===== config.mk =====
export PLATFORM = sky130hd
export DESIGN_NAME = sm_switch_matrix
export DESIGN_NICKNAME = d
export VERILOG_FILES = /design/src/rtl/sm_pkg.sv /design/src/rtl/sm_cfg_store.sv /design/src/rtl/sm_pair_route.sv /design/src/rtl/sm_local_tap.sv /design/src/rtl/sm_switch_matrix.sv
export SDC_FILE = /design/constraint.sdc
export NUM_CORES = 1
export LEC_CHECK = 0
export BUFFER_PORTS_ARGS = -buffer_cell sky130_fd_sc_hd__buf_4
export CAP_MARGIN = 20
export CELL_PAD_IN_SITES_DETAIL_PLACEMENT = 0
export CELL_PAD_IN_SITES_GLOBAL_PLACEMENT = 1
export CORE_MARGIN = 2
export CORE_UTILIZATION = 41
export CTS_BUF_LIST = sky130_fd_sc_hd__clkbuf_8
export CTS_CLUSTER_SIZE = 24
export DETAILED_ROUTE_END_ITERATION = 10
export PLACE_DENSITY_LB_ADDON = 0.1
export RECOVER_POWER = 50
export SYNTH_ARGS = -nofsm -noshare
export SYNTH_HDL_FRONTEND = slang
export SYNTH_SLANG_ARGS = --single-unit

===== constraint.sdc =====
create_clock -name clk -period 1.5 [get_ports clk]
set_input_delay 0.15 -clock clk [delete_from_list [all_inputs] [get_ports clk]]
set_output_delay 0.15 -clock clk [all_outputs]
set_load 0.02 [all_outputs]

===== src/rtl/sm_pkg.sv =====
package sm_pkg;
  localparam int SIDES = 4;
  localparam int SRC_W = 4;
  localparam int CFG_W = SRC_W + 2 * SIDES;
  localparam logic [SRC_W-1:0] SRC_LOCAL = 4'd8;

  typedef struct packed {
    logic [SIDES-1:0] long_en;
    logic [SIDES-1:0] short_en;
    logic [SRC_W-1:0] src;
  } pair_cfg_t;
endpackage


===== src/rtl/sm_cfg_store.sv =====
module sm_cfg_store #(
  parameter int NENT = 8,
  parameter int AW   = 4,
  parameter int CW   = 12
) (
  input  logic               clk,
  input  logic               rst,
  input  logic               we,
  input  logic [AW-1:0]      addr,
  input  logic [CW-1:0]      wdata,
  output logic [NENT*CW-1:0] cfg_flat
);
  logic [CW-1:0] mem [NENT];

  // Addresses with no matching entry fall through untouched.
  always_ff @(posedge clk) begin
    if (rst) begin
      for (int e = 0; e < NENT; e++) mem[e] <= '0;
    end else if (we) begin
      for (int e = 0; e < NENT; e++)
        if (addr == AW'(e)) mem[e] <= wdata;
    end
  end

  for (genvar e = 0; e < NENT; e++) begin : g_flat
    assign cfg_flat[e*CW +: CW] = mem[e];
  end
endmodule


===== src/rtl/sm_pair_route.sv =====
module sm_pair_route
  import sm_pkg::*;
#(
  parameter int NP = 4,
  parameter int P  = 0
) (
  input  logic                clk,
  input  logic                rst,
  input  logic [SIDES*NP-1:0] short_in,
  input  logic [SIDES*NP-1:0] long_in,
  input  logic                blk_bit,
  input  logic [CFG_W-1:0]    cfg,
  output logic [SIDES-1:0]    short_o,
  output logic [SIDES-1:0]    long_o,
  output logic                err
);
  pair_cfg_t        c;
  logic [SIDES-1:0] sh_t, lo_t;
  logic [SIDES-1:0] sel_s, sel_l;
  logic [SIDES-1:0] clash_s, clash_l;
  logic             is_local, valid, pick;

  assign c = pair_cfg_t'(cfg);

  // Gather this pair's wire from each side and decode the source one-hot.
  for (genvar s = 0; s < SIDES; s++) begin : g_side
    assign sh_t[s]    = short_in[s*NP + P];
    assign lo_t[s]    = long_in[s*NP + P];
    assign sel_s[s]   = (c.src == SRC_W'(s));
    assign sel_l[s]   = (c.src == SRC_W'(s + SIDES));
    assign clash_s[s] = sel_s[s] & c.short_en[s];
    assign clash_l[s] = sel_l[s] & c.long_en[s];
  end

  assign is_local = (c.src == SRC_LOCAL);
  assign valid    = (c.src <= SRC_LOCAL);
  assign pick     = (|(sel_s & sh_t)) | (|(sel_l & lo_t)) | (is_local & blk_bit);

  always_ff @(posedge clk) begin
    if (rst) begin
      short_o <= '0;
      long_o  <= '0;
      err     <= 1'b0;
    end else begin
      short_o <= {SIDES{valid & pick}} & c.short_en & ~clash_s;
      long_o  <= {SIDES{valid & pick}} & c.long_en & ~clash_l;
      err     <= ~valid | (|clash_s) | (|clash_l);
    end
  end
endmodule


===== src/rtl/sm_local_tap.sv =====
module sm_local_tap
  import sm_pkg::*;
#(
  parameter int NP = 4
) (
  input  logic                clk,
  input  logic                rst,
  input  logic [SIDES*NP-1:0] short_in,
  input  logic [SIDES*NP-1:0] long_in,
  input  logic [CFG_W-1:0]    cfg,
  output logic                tap
);
  localparam int PIW = (NP > 1) ? $clog2(NP) : 1;

  logic [PIW-1:0]      pr;
  logic                lng;
  logic [1:0]          side;
  logic [SIDES*NP-1:0] hit;
  logic                val;

  assign pr   = cfg[PIW-1:0];
  assign lng  = cfg[PIW];
  assign side = cfg[PIW+2:PIW+1];

  for (genvar s = 0; s < SIDES; s++) begin : g_s
    for (genvar i = 0; i < NP; i++) begin : g_i
      assign hit[s*NP + i] = (side == 2'(s)) && (pr == PIW'(i));
    end
  end

  assign val = |(hit & (lng ? long_in : short_in));

  always_ff @(posedge clk) begin
    if (rst) tap <= 1'b0;
    else     tap <= val;
  end
endmodule


===== src/rtl/sm_switch_matrix.sv =====
module sm_switch_matrix
  import sm_pkg::*;
#(
  parameter  int NP   = 4,
  parameter  int NLB  = 4,
  localparam int NENT = NP + NLB,
  localparam int AW   = $clog2(NENT) + 1
) (
  input  logic                clk,
  input  logic                rst,
  input  logic                cfg_we,
  input  logic [AW-1:0]       cfg_addr,
  input  logic [CFG_W-1:0]    cfg_wdata,
  input  logic [SIDES*NP-1:0] short_in,
  input  logic [SIDES*NP-1:0] long_in,
  input  logic [NP-1:0]       blk_dout,
  output logic [SIDES*NP-1:0] short_out,
  output logic [SIDES*NP-1:0] long_out,
  output logic [NLB-1:0]      blk_din,
  output logic [NP-1:0]       route_err
);
  logic [NENT*CFG_W-1:0] cfg_flat;

  sm_cfg_store #(.NENT(NENT), .AW(AW), .CW(CFG_W)) u_store (
    .clk      (clk),
    .rst      (rst),
    .we       (cfg_we),
    .addr     (cfg_addr),
    .wdata    (cfg_wdata),
    .cfg_flat (cfg_flat)
  );

  for (genvar p = 0; p < NP; p++) begin : g_pair
    logic [SIDES-1:0] so, lo;

    sm_pair_route #(.NP(NP), .P(p)) u_route (
      .clk      (clk),
      .rst      (rst),
      .short_in (short_in),
      .long_in  (long_in),
      .blk_bit  (blk_dout[p]),
      .cfg      (cfg_flat[p*CFG_W +: CFG_W]),
      .short_o  (so),
      .long_o   (lo),
      .err      (route_err[p])
    );

    for (genvar s = 0; s < SIDES; s++) begin : g_map
      assign short_out[s*NP + p] = so[s];
      assign long_out[s*NP + p]  = lo[s];
    end
  end

  for (genvar k = 0; k < NLB; k++) begin : g_tap
    sm_local_tap #(.NP(NP)) u_tap (
      .clk      (clk),
      .rst      (rst),
      .short_in (short_in),
      .long_in  (long_in),
      .cfg      (cfg_flat[(NP+k)*CFG_W +: CFG_W]),
      .tap      (blk_din[k])
    );
  end
endmodule


## Word level (Yosys, flattened, before mapping)

Memories as Yosys holds them, arrays and structs flattened.
Index checks and enable logic that the tools add are counted.

- ROM bits: 0
- Input port bits: 55
- Output and inout port bits: 40
- Word-level logic and storage cells: 331
- Memory bits (writable): 96
- Bits in latches: 0
- Flip-flop bits (word level): 40
- Memories: 1

Memories:

| memory | depth | width | read ports | clocked after Yosys merged registers in | wr ports | RTL line | RTL |
|---|---|---|---|---|---|---|---|
| u_store.mem | 8 | 12 | 8 | 0 | 8 | sm_cfg_store.sv:13 | `logic [CW-1:0] mem [NENT];` |

- Add/sub/neg operators: 0
- Multiply operators: 0
- Reductions and logical operators: 97
- Shift-type cells: 0
- Eq/ne operators: 63
- Div/mod/pow operators: 0
- Multiplexer cells: 46
- Order comparisons: 4
- Bitwise gates (word level): 104

Operator list:

| operator | count |
|---|---|
| 4-bit bitwise AND | 24 |
| 12-bit two-way mux | 8 |
| 4-bit by 3-bit == test with 1-bit output, second input constant | 20 |
| 16-bit bitwise AND | 4 |
| 1-bit logical AND | 64 |
| 16-bit two-way mux | 4 |
| 16-bit OR reduction | 4 |
| 4-bit OR reduction | 16 |
| 1-bit bitwise AND | 40 |
| 4-bit by 2-bit == test with 1-bit output, second input constant | 10 |
| 1-bit two-way mux | 34 |
| 2-bit == test, second input constant | 16 |
| 4-bit NOT | 8 |
| 1-bit bitwise OR | 24 |
| 4-bit by 1-bit == test with 1-bit output, second input constant | 5 |
| 4-bit zero test | 5 |
| 2-bit by 1-bit == test with 1-bit output, second input constant | 8 |
| 4-bit == test, second input constant | 4 |
| 4-bit less-or-equal comparator, second input constant | 4 |
| 2-bit zero test | 8 |
| 1-bit NOT | 4 |

## Longest topological paths before layout

- Depth after elaboration: 8
- Mapped depth: 6
- Mapped depth without buffers: 4

## By module

A second synthesis with hierarchy kept.

- Cell total of the unflattened synthesis: 634
- Area, all modules: 7697.4 sq um

By module, submodules not included:

| module | area each (sq um) | cells an instance | times used | sequential area each (sq um) |
|---|---|---|---|---|
| sm_cfg_store | 3668.5 | 226 | 1 | 2882.8 |
| sm_pair_route | 645.6 | 63 | 4 | 180.2 |
| sm_local_tap | 361.6 | 39 | 4 | 20.0 |

## Least setup slack after synthesis

OpenSTA, ideal clock, no wires.

- Path kind: flip-flop to flip-flop
- Start: mem u_store.mem[0][1]
- End: reg g_pair[0].u_route.long_o[0]
- Data required time: 1.440 ns
- Path slack: -0.037 ns
- Setup time: 0.060 ns
- Arrival time: 1.478 ns
- Cell stages (with the launch flop): 6
- Period minus slack after synthesis: 1.537 ns
- Buffers on the path: 1
- Path through: edfxtp_1 buf_6 nor4_1 nand2_1 a41oi_4 o311a_1

RTL lines:

| item | RTL line | RTL |
|---|---|---|
| start: declaration | sm_cfg_store.sv:13 |  |
| end signal: assignment | sm_pair_route.sv:46 | `long_o <= {SIDES{valid & pick}} & c.long_en & ~clash_l;` |
| end: declaration | sm_pair_route.sv:14 | `output logic [SIDES-1:0] long_o,` |

==> flow_summary.yaml <==
sta:
  rsz0062_at_grt: "true"
  worstMarginPinSlew_ns: 0.743
  min_period_ns: 1.63
  max-slew-margin-rel_pct: 50.5
  final.setup_skew_ns: 0.0109
  fmax_mhz: 613
  setup_viol: 26
  tns_ns: -2.01
  finalWorstSetupSlack_ns: -0.133
  timing_hold_violations_final: 0
  fin_crit_sh_pct: 109
  drv_slew: 0
clock_network:
  htree_num_levels: 3
  cts_hold_buf: 0
  clockBufferDepth: 2
  tritoncts: "yes"
  clock_latency_ns: 0.39
  clockRootBuffer: "clkbuf_8"
  cts_buffers: 9
  clk_pin_slew_ns: 0.10
  clock_sinks: 108
finish:
  final_cell_mix: "buf_4, mux2i_1, edfxtp_1"
  layout.nets: 779
  n_fill_cell: 1268
  mostFrequentLayoutCell: "buf_4"
  area_growth_pct: 32.0
  stdcell_count: 909
  finalInstanceArea_um2: 7840
  antenna_cells: 0
  drive_above_1_share_pct: 33.7
floorplanning:
  core_um2: 14000
  dieArea_um2: 15500
  rows: 43
  die_x_um: 124
  ios: 95
  die_y_um: 124
  start_util_pct: 42.4
logic_synthesis:
  syn_area_um2: 5930
  synth_cells: 579
  synth-seq-area-share_pct: 47.9
  postSynth.asyncResetShare_pct: 0
  synth.top_cells.by_area: "edfxtp_1, dfxtp_1, mux2i_1"
  yosys.area.top_type_share_pct: 34.4
  syn_avg_cell_area_um2: 10.2
  synth_ff_type: "edfxtp_1"
  yosysTopAreaCell: "edfxtp_1"
  syn_nets: 634
  synth-seq-cells: 108
  synth_cell_types: 58
  synth-edff-count: 68
  ys_warn_count: 0
critical_path:
  cp-start-kind: "register"
  cp_num_buf_inv: 1
  arrival_ns: 1.88
  crit_family: "compound AO/OA/AOI/OAI gates"
  end_kind: "register"
  cp_cell_sequence: "buf_6 > nand3b_1 > o22ai_2 > a221oi_4 > a211oi_1"
  cpPeakStageDelay_ns: 0.50
  critPathMaxFanout: 8
  path_class: "register to register"
  crit_required_ns: 1.74
  slowest_stage: "edfxtp_1"
flow_run:
  drv_cap: 0
global_route:
  antenna_found_initial: 0
  grt_pass1_vias: 5053
  grt_pass1_wl_um: 27600
  grt_max_degree: 34
  grt_usage_pct: 22.9
  grt_overflow: 0
placement:
  dpl_cell_area_um2: 7180
  place_congestion: 0.897
  dp_hpwl_um: 13000
  port_buffers: 94
  dp_cells: 875
pwr:
  power.leakage_nw: 3.17
  total_power_mw: 7.05
  power_density_nw_per_um2: 900
  peakVddDrop_mv: 0.595
worst_hold_path:
  hold_path_class: "primary input to register"
detailed_routing:
  dr.pass1.iters: 5
  drc_errors: 0
  drt_wl_total_um: 17900
  vias: 5043
  drt_iter0_drc: 293
  detail_route.wl_per_cell_um: 19.7
  ant_nets: 0
  via_per_inst: 5.55
status:
  violations: "negative setup slack"
  status: "finished, violations left"
==> cell families after synthesis <==
group,share of synthesized area (%)
multiplexers,13.5
flip-flops,47.9
AND/OR/NAND/NOR,19.4
buffers and inverters,4.34
AO/OA/AOI/OAI,14.8
==> sequential cells by signal, summed over array words and instances (netlist names) <==
signal	cells
g_tap.u_tap.tap	4
g_pair.u_route.err	4
u_store.mem	68
g_pair.u_route.long_o	16
g_pair.u_route.short_o	16
==> routing by layer <==
metal  part of all wire [%]  routed length [um]  global-route usage (%)
met1                     44                7930                    30.4
met2                     48                8550                    37.6
met3                    5.9                1060                    4.77
met4                    2.0                 365                    7.14
met5                      0                   0                       0
==> power by group <==
| part | internal [mW] | total, mW | leakage [nW] | switching, mW |
|---|---|---|---|---|
| sequential | 3.34 | 3.47 | 0.980 | 0.132 |
| clock | 1.00 | 2.04 | 0.115 | 1.03 |
| combinational | 0.715 | 1.54 | 2.07 | 0.825 |
==> area by class of cell <==
| type | instances | area [um2] | share of cell area (%) |
|---|---|---|---|
| clock buffers | 10 | 138 | 1.76 |
| clock inverters | 6 | 93.8 | 1.20 |
| inverters | 12 | 45.0 | 0.575 |
| multi-input cells | 423 | 3130 | 40.0 |
| flip-flops and latches | 108 | 2840 | 36.3 |
| well taps | 180 | 225 | 2.87 |
| repair buffers | 170 | 1360 | 17.4 |
==> synthesized netlist by cell type, types with 3 or more instances <==
cell type	instances
a211oi_1	23
a21oi_1	11
a31o_2	3
and2_1	29
and3_1	3
buf_2	14
buf_4	12
clkbuf_1	7
dfxtp_1	40
edfxtp_1	68
inv_1	11
mux2i_1	75
nand2_1	32
nand2b_1	20
nand3_1	6
nand3b_1	14
nor2_1	57
nor2b_1	11
nor3_1	17
nor3b_1	5
nor4_1	5
o211a_1	3
o211ai_1	3
o21ai_0	41
o22ai_1	21
o31ai_1	5
or2_2	6
==> timing repair <==
action,4_1_cts,5_1_grt
buffers inserted,14,8
setup endpoints to repair,36,40
pin swaps,14,39
gates resized for setup,32,43
endpoints found under the hold margin,0,0
gates cloned,0,0
==> worst paths after layout <==
kind                            cells past startpoint  slack, ns                        startpoint                                      end
worst max-delay path                                5      -0.13  u_store.mem[0][15]$_SDFFCE_PN0P_   g_pair[1].u_route.long_o[0]$_SDFF_PP0_
worst min-delay path                                2       0.08                     cfg_wdata[10]         u_store.mem[0][34]$_SDFFCE_PN0P_
worst max register to register                      5      -0.13  u_store.mem[0][15]$_SDFFCE_PN0P_   g_pair[1].u_route.long_o[0]$_SDFF_PP0_
worst min register to register                      1       0.54   u_store.mem[0][5]$_SDFFCE_PN0P_  g_pair[0].u_route.short_o[1]$_SDFF_PP0_
==> worst register-to-register path: stages (launching register included) <==
cell      delay [ns]
edfxtp_1        0.50
buf_6           0.17
nand3b_1        0.09
o22ai_2         0.09
a221oi_4        0.49
a211oi_1        0.15
==> per-stage QoR <==
stage	setup WS, ns	utilization (%)	hold slack (ns)
after floorplan	-0.0199	-	0.348
after global placement	-0.157	51.3	0.485
after detailed placement	-0.174	51.3	0.480
after CTS	-0.0911	54.8	0.0551
after global routing	-0.192	56.0	0.0610
final	-0.133	56.0	0.0835
Note: power is estimated with default switching activity, not from simulation.
